## src/rtl/pbl_pkg.sv

```systemverilog
package pbl_pkg;
  typedef enum logic [1:0] {FORM_IMPL, FORM_REG, FORM_INC, FORM_NONE} form_e;
  typedef enum logic [1:0] {ST_IDLE, ST_ADDR, ST_READ, ST_WB} state_e;

  localparam logic [15:0] OPC_IMPLIED = 16'h95D8;
  localparam logic [15:0] OPC_MASK    = 16'hFE0F;
  localparam logic [15:0] OPC_REGFORM = 16'h9006;
  localparam logic [15:0] OPC_INCFORM = 16'h9007;
endpackage

```

## src/rtl/pbl_decode.sv

```systemverilog
module pbl_decode
  import pbl_pkg::*;
(
  input  logic [15:0] opcode,
  output form_e       form,
  output logic [4:0]  dest,
  output logic        legal
);
  always_comb begin
    form = FORM_NONE;
    if (opcode == OPC_IMPLIED)
      form = FORM_IMPL;
    else if ((opcode & OPC_MASK) == OPC_REGFORM)
      form = FORM_REG;
    else if ((opcode & OPC_MASK) == OPC_INCFORM)
      form = FORM_INC;
  end

  assign dest  = (form == FORM_IMPL) ? 5'd0 : opcode[8:4];
  assign legal = (form != FORM_NONE);
endmodule

```

## src/rtl/pbl_ptr_math.sv

```systemverilog
module pbl_ptr_math #(
  parameter int NUM_PAGES = 2
) (
  input  logic [15:0] zptr,
  input  logic [7:0]  page,
  output logic [15:0] zptr_next,
  output logic        carry,
  output logic [7:0]  page_next
);
  localparam logic [7:0] LAST_PAGE = 8'(NUM_PAGES - 1);

  assign zptr_next = zptr + 16'd1;
  assign carry     = &zptr;
  assign page_next = (page >= LAST_PAGE) ? 8'd0 : page + 8'd1;
endmodule

```

## src/rtl/pbl_fsm.sv

```systemverilog
module pbl_fsm
  import pbl_pkg::*;
(
  input  logic   clk,
  input  logic   rst_n,
  input  logic   start,
  input  logic   legal,
  output state_e state,
  output logic   accept,
  output logic   reject
);
  state_e state_q, state_d;

  assign accept = (state_q == ST_IDLE) && start && legal;
  assign reject = (state_q == ST_IDLE) && start && !legal;
  assign state  = state_q;

  always_comb begin
    state_d = state_q;
    unique case (state_q)
      ST_IDLE: if (accept) state_d = ST_ADDR;
      ST_ADDR: state_d = ST_READ;
      ST_READ: state_d = ST_WB;
      ST_WB:   state_d = ST_IDLE;
      default: state_d = ST_IDLE;
    endcase
  end

  always_ff @(posedge clk or negedge rst_n) begin
    if (!rst_n) state_q <= ST_IDLE;
    else        state_q <= state_d;
  end
endmodule

```

## src/rtl/pgm_byte_loader.sv

```systemverilog
module pgm_byte_loader
  import pbl_pkg::*;
#(
  parameter  int NUM_PAGES = 2,
  localparam int PG_W      = (NUM_PAGES > 1) ? $clog2(NUM_PAGES) : 1,
  localparam int ADDR_W    = 16 + PG_W
) (
  input  logic              clk,
  input  logic              rst_n,
  input  logic              start,
  input  logic [15:0]       opcode,
  input  logic [15:0]       zptr_i,
  input  logic [7:0]        page_i,
  output logic              pm_rd_en,
  output logic [ADDR_W-1:0] pm_addr,
  input  logic [7:0]        pm_rdata,
  output logic              rf_we,
  output logic [4:0]        rf_waddr,
  output logic [7:0]        rf_wdata,
  output logic              zptr_we,
  output logic [15:0]       zptr_wdata,
  output logic              page_we,
  output logic [7:0]        page_wdata,
  output logic              pc_inc,
  output logic              done,
  output logic              illegal
);
  // reset: asserts asynchronously, releases on a clock edge
  logic rst_meta_q, rst_sync_n;
  always_ff @(posedge clk or negedge rst_n) begin
    if (!rst_n) begin
      rst_meta_q <= 1'b0;
      rst_sync_n <= 1'b0;
    end else begin
      rst_meta_q <= 1'b1;
      rst_sync_n <= rst_meta_q;
    end
  end

  form_e      dec_form;
  logic [4:0] dec_dest;
  logic       dec_legal;

  pbl_decode u_dec (
    .opcode (opcode),
    .form   (dec_form),
    .dest   (dec_dest),
    .legal  (dec_legal)
  );

  state_e state;
  logic   accept, reject;

  pbl_fsm u_fsm (
    .clk    (clk),
    .rst_n  (rst_sync_n),
    .start  (start),
    .legal  (dec_legal),
    .state  (state),
    .accept (accept),
    .reject (reject)
  );

  form_e       form_q;
  logic [4:0]  dest_q;
  logic [15:0] zptr_q;
  logic [7:0]  page_q;
  logic [7:0]  byte_q;
  logic        ill_q;
  logic        capture_en;

  assign capture_en = (state == ST_READ);

  always_ff @(posedge clk or negedge rst_sync_n) begin
    if (!rst_sync_n) begin
      form_q <= FORM_NONE;
      dest_q <= 5'd0;
      zptr_q <= 16'd0;
      page_q <= 8'd0;
    end else if (accept) begin
      form_q <= dec_form;
      dest_q <= dec_dest;
      zptr_q <= zptr_i;
      page_q <= page_i;
    end
  end

  always_ff @(posedge clk or negedge rst_sync_n) begin
    if (!rst_sync_n)     byte_q <= 8'd0;
    else if (capture_en) byte_q <= pm_rdata;
  end

  always_ff @(posedge clk or negedge rst_sync_n) begin
    if (!rst_sync_n) ill_q <= 1'b0;
    else             ill_q <= reject;
  end

  logic [15:0] zptr_next;
  logic        zptr_carry;
  logic [7:0]  page_next;

  pbl_ptr_math #(.NUM_PAGES(NUM_PAGES)) u_math (
    .zptr      (zptr_q),
    .page      (page_q),
    .zptr_next (zptr_next),
    .carry     (zptr_carry),
    .page_next (page_next)
  );

  logic in_wb;
  assign in_wb = (state == ST_WB);

  assign pm_rd_en   = (state == ST_ADDR);
  assign pm_addr    = {page_q[PG_W-1:0], zptr_q};
  assign rf_we      = in_wb;
  assign rf_waddr   = dest_q;
  assign rf_wdata   = byte_q;
  assign zptr_we    = in_wb && (form_q == FORM_INC);
  assign zptr_wdata = zptr_next;
  assign page_we    = zptr_we && zptr_carry;
  assign page_wdata = page_next;
  assign pc_inc     = in_wb;
  assign done       = in_wb;
  assign illegal    = ill_q;
endmodule

```

## config.mk

```make
export PLATFORM = sky130hd
export DESIGN_NAME = pgm_byte_loader
export DESIGN_NICKNAME = d
export VERILOG_FILES = /design/src/rtl/pbl_pkg.sv /design/src/rtl/pbl_decode.sv /design/src/rtl/pbl_ptr_math.sv /design/src/rtl/pbl_fsm.sv /design/src/rtl/pgm_byte_loader.sv
export SDC_FILE = /design/constraint.sdc
export NUM_CORES = 1
export LEC_CHECK = 0
export ABC_AREA = 1
export BUFFER_PORTS_ARGS = -buffer_cell sky130_fd_sc_hd__buf_4
export CORE_MARGIN = 2
export CORE_UTILIZATION = 25
export DETAILED_ROUTE_END_ITERATION = 8
export PLACE_DENSITY_LB_ADDON = 0.12
export SETUP_SLACK_MARGIN = 0.2
export SLEW_MARGIN = 20
export SYNTH_ARGS = -nofsm -noshare
export SYNTH_HDL_FRONTEND = slang
export SYNTH_SLANG_ARGS = --single-unit
```

## constraint.sdc

```tcl
create_clock -name clk -period 1.6 [get_ports clk]
set_clock_uncertainty 0.15 [all_clocks]
set_input_delay 0.16 -clock clk [delete_from_list [all_inputs] [get_ports clk]]
set_output_delay 0.16 -clock clk [all_outputs]
set_load 0.02 [all_outputs]
```

==> metrics <==
fin nets=552; routed length per instance=12.3 microns; I/O pin count=112; CP peak stage delay=0.45 ns; DR vias=2574; GRT overflow=0; Worst Setup SP=zptr_q[0]$_DFFE_PN0P_; hold_ws=0.0339 ns; root buffer cell=clkbuf_8; Post-synth top cells=nand2_1, dfrtp_1, nand3_1; Final Slew Violations=0; R2R setup slack=-0.07 ns; via-per-instance ratio=4.14; core area=9240 sq um; number of antenna repair diodes=0; die extent in y=102 microns; worst flop-to-flop path startpoint=u_fsm.state[0]$_DFFE_PN0P_; final WL=7680 microns; Crit Path Class=flip-flop to primary output; r2r worst-path depth=10; footprint of the multi-input gates=1650 sq um; Worst VDD drop=0.700 mV; first-pass GRT wire length=11800 microns; violated checks=setup timing; vias in the first global route=2516; CP bufs+invs=4; Layout area overhead=108%; Port Buffers=106; mapped cell area=2390 sq um; CTS max path bufs=2; worst setup slack after placement=-0.0606 ns; Main synth FF type=dfrtp_1; CP Depth=9; crit share post-route=1.24; register area=1120 sq um; fmax=502 MHz; CP Cell Sequence=ha_4 -> nand2_4 -> nor2_4 -> buf_4 -> buf_6 -> buf_6 -> nand2_2 -> xnor2_1 -> buf_4; register area share after synthesis=0.462; RSZ-0062 raised after global routing=true; CP endpoint=zptr_wdata[8]; Worst path top cell family by delay=buffers and inverters; status=finished, violations left; Clock Sink Count=44; Maximum Capacitance Violations=0; TritonCTS clock tree=done; Final Setup Violations=51; FILL cells=872; later-pin clock latency in the skew report=0.29 ns; synth warn=0; async set-or-reset flop fraction in the synthesized netlist=1.00; Gate Count Post-Synth=302; first-pass iteration count of the detailed router=4; overall routing resource usage=0.144; CP max-delay cell=dfrtp_2; H-tree levels=2; number of cell rows=35; Worst Setup End Kind=primary output; worst reg2reg endpoint=zptr_q[15]$_DFFE_PN0P_; Critical Path Source Type=flip-flop; largest net degree at the start of global routing=27; initial drt markers=53; die width=102 microns; Netlist cell types=30; Post-Syn Area per Cell=7.91 sq um; layout cell share with drive strength beyond 1=0.596; EDFF count, synth=0; pwr dens=797 nW/um^2; top-count cell post-synth=nand2_1; CP required=1.29 ns; Hold Crit Class=primary input to asynchronous set/reset pin; Clock Pin Slew Worst Setup and Hold Paths=0.09 ns; leading area contributor after synthesis=dfrtp_1; area share of the largest cell type after synthesis=0.440; largest cells by area after synthesis=dfrtp_1, nand2_1, nand3_1; Starting Density=0.258; dpl hpwl=5100 microns; antenna violations before repair=0; Leakage=2.50 nW; DRC errors left=0; Max FO, Critical Path=3; Die Footprint=10400 sq um; Setup WS post-layout=-0.392 ns; Fin. Hold Viols=0; Post-DRT Antenna Nets=0; min cycle time layout=1.99 ns; Seq cells post-synth=44; Num CTS Buffers=5; GP Congestion=0.765; WP data arrival=1.68 ns
-- cell type report --
class                   instances  share of cell area
repair buffers                196               0.365
clock buffers                   7              0.0174
clock inverters                 1             0.00151
multi-input cells             219               0.332
well taps                     129              0.0326
flip-flops and latches         44               0.225
inverters                      26              0.0257
-- worst register-to-register path, cell delays in order, from the launching register on --
cell       delay (ns)
dfrtp_1          0.41
buf_6            0.12
buf_6            0.12
inv_6            0.06
ha_4             0.14
nand2_4          0.07
inv_8            0.08
nand2_8          0.10
clkbuf_16        0.19
nand2_1          0.06
nand2_1          0.06
-- per-stage QoR --
step	instances	area, sq um	utilization	power [mW]	setup TNS [ns]
2_1_floorplan	306	2600	-	2.16	-0.210
3_3_place_gp	555	3710	0.401	2.63	-0.0835
3_5_place_dp	555	3710	0.401	2.65	-0.155
4_1_cts	609	4550	0.492	3.75	-4.45
5_1_grt	622	4960	0.537	4.22	-8.77
6_report	622	4960	0.537	3.95	-5.72
-- routing by layer --
layer,vias up,wire length (microns),GRT usage
li1,1297,-,-
met3,6,310,0.0228
met2,68,4040,0.257
met5,-,0,0
met1,1203,3260,0.181
met4,0,72,0.0343
-- report_power, final --
| part | switching [mW] | internal (mW) |
|---|---|---|
| Combinational | 0.940 | 0.899 |
| Clock | 0.374 | 0.351 |
| Sequential | 0.123 | 1.26 |
-- cells by family (layout without fill, tap and decap cells) --
group / Yosys count / in the layout / synth area share
DFF: 44 / 44 / 0.462
AOI/OAI and AO/OA: 6 / 6 / 0.0126
other: 2 / 6 / 0.00314
xor gates and xnor gates: 13 / 13 / 0.0477
buffers and inverters: 43 / 230 / 0.0906
and+or+nand+nor: 185 / 185 / 0.337
adders and majority gates: 9 / 9 / 0.0471
-- layout by cell type (no fill, tap or decap), types with 2 or more instances in the layout --
cell type / netlist / layout
buf_4: 10 / 115
nand2_1: 112 / 54
nand2_2: 2 / 42
dlygate4sd3_1: 0 / 39
buf_6: 2 / 34
dfrtp_1: 42 / 31
nand3_1: 32 / 28
nand2_4: 1 / 18
inv_1: 24 / 15
nor2_1: 24 / 15
dfrtp_2: 0 / 11
nor2_4: 0 / 9
inv_2: 1 / 7
ha_4: 0 / 6
conb_1: 2 / 6
clkbuf_8: 0 / 6
xor2_2: 0 / 5
buf_12: 0 / 5
nand3_4: 1 / 4
xnor2_2: 0 / 4
nor3_2: 1 / 3
xor2_1: 8 / 3
o21ai_2: 0 / 3
o21ai_1: 6 / 3
clkbuf_16: 0 / 3
inv_6: 0 / 2
nor2_2: 2 / 2
nand3_2: 1 / 2
ha_1: 9 / 2
dfstp_2: 2 / 2
-- how the worst min path moves through the flow --
stage | cells past startpoint | to | start
after floorplan | 0 | rst_meta_q$_DFF_PN0_ | rst_n
after global placement | 1 | rst_meta_q$_DFF_PN0_ | rst_n
after detailed placement | 1 | rst_meta_q$_DFF_PN0_ | rst_n
after CTS | 2 | rst_meta_q$_DFF_PN0_ | rst_n
after global routing | 2 | rst_meta_q$_DFF_PN0_ | rst_n
final | 2 | rst_meta_q$_DFF_PN0_ | rst_n
-- flip-flops by register name, indices dropped and copies added, names as in the netlist --
register and cells:
form_q 2, rst_meta_q 1, page_q 8, illegal 1, rf_wdata 8, u_fsm.state 2
zptr_q 16, rst_sync_n 1, rf_waddr 5
-- timing repair --
item | CTS | global route
resized for setup | 80 | 75
endpoints found under the setup margin | 65 | 59
setup buffers | 7 | 9
pin swaps | 17 | 30
hold buffers | 39 | 0
gates cloned | 0 | 4
endpoints found under the hold margin | 40 | 0
Note: power is estimated with default switching activity, not from simulation.
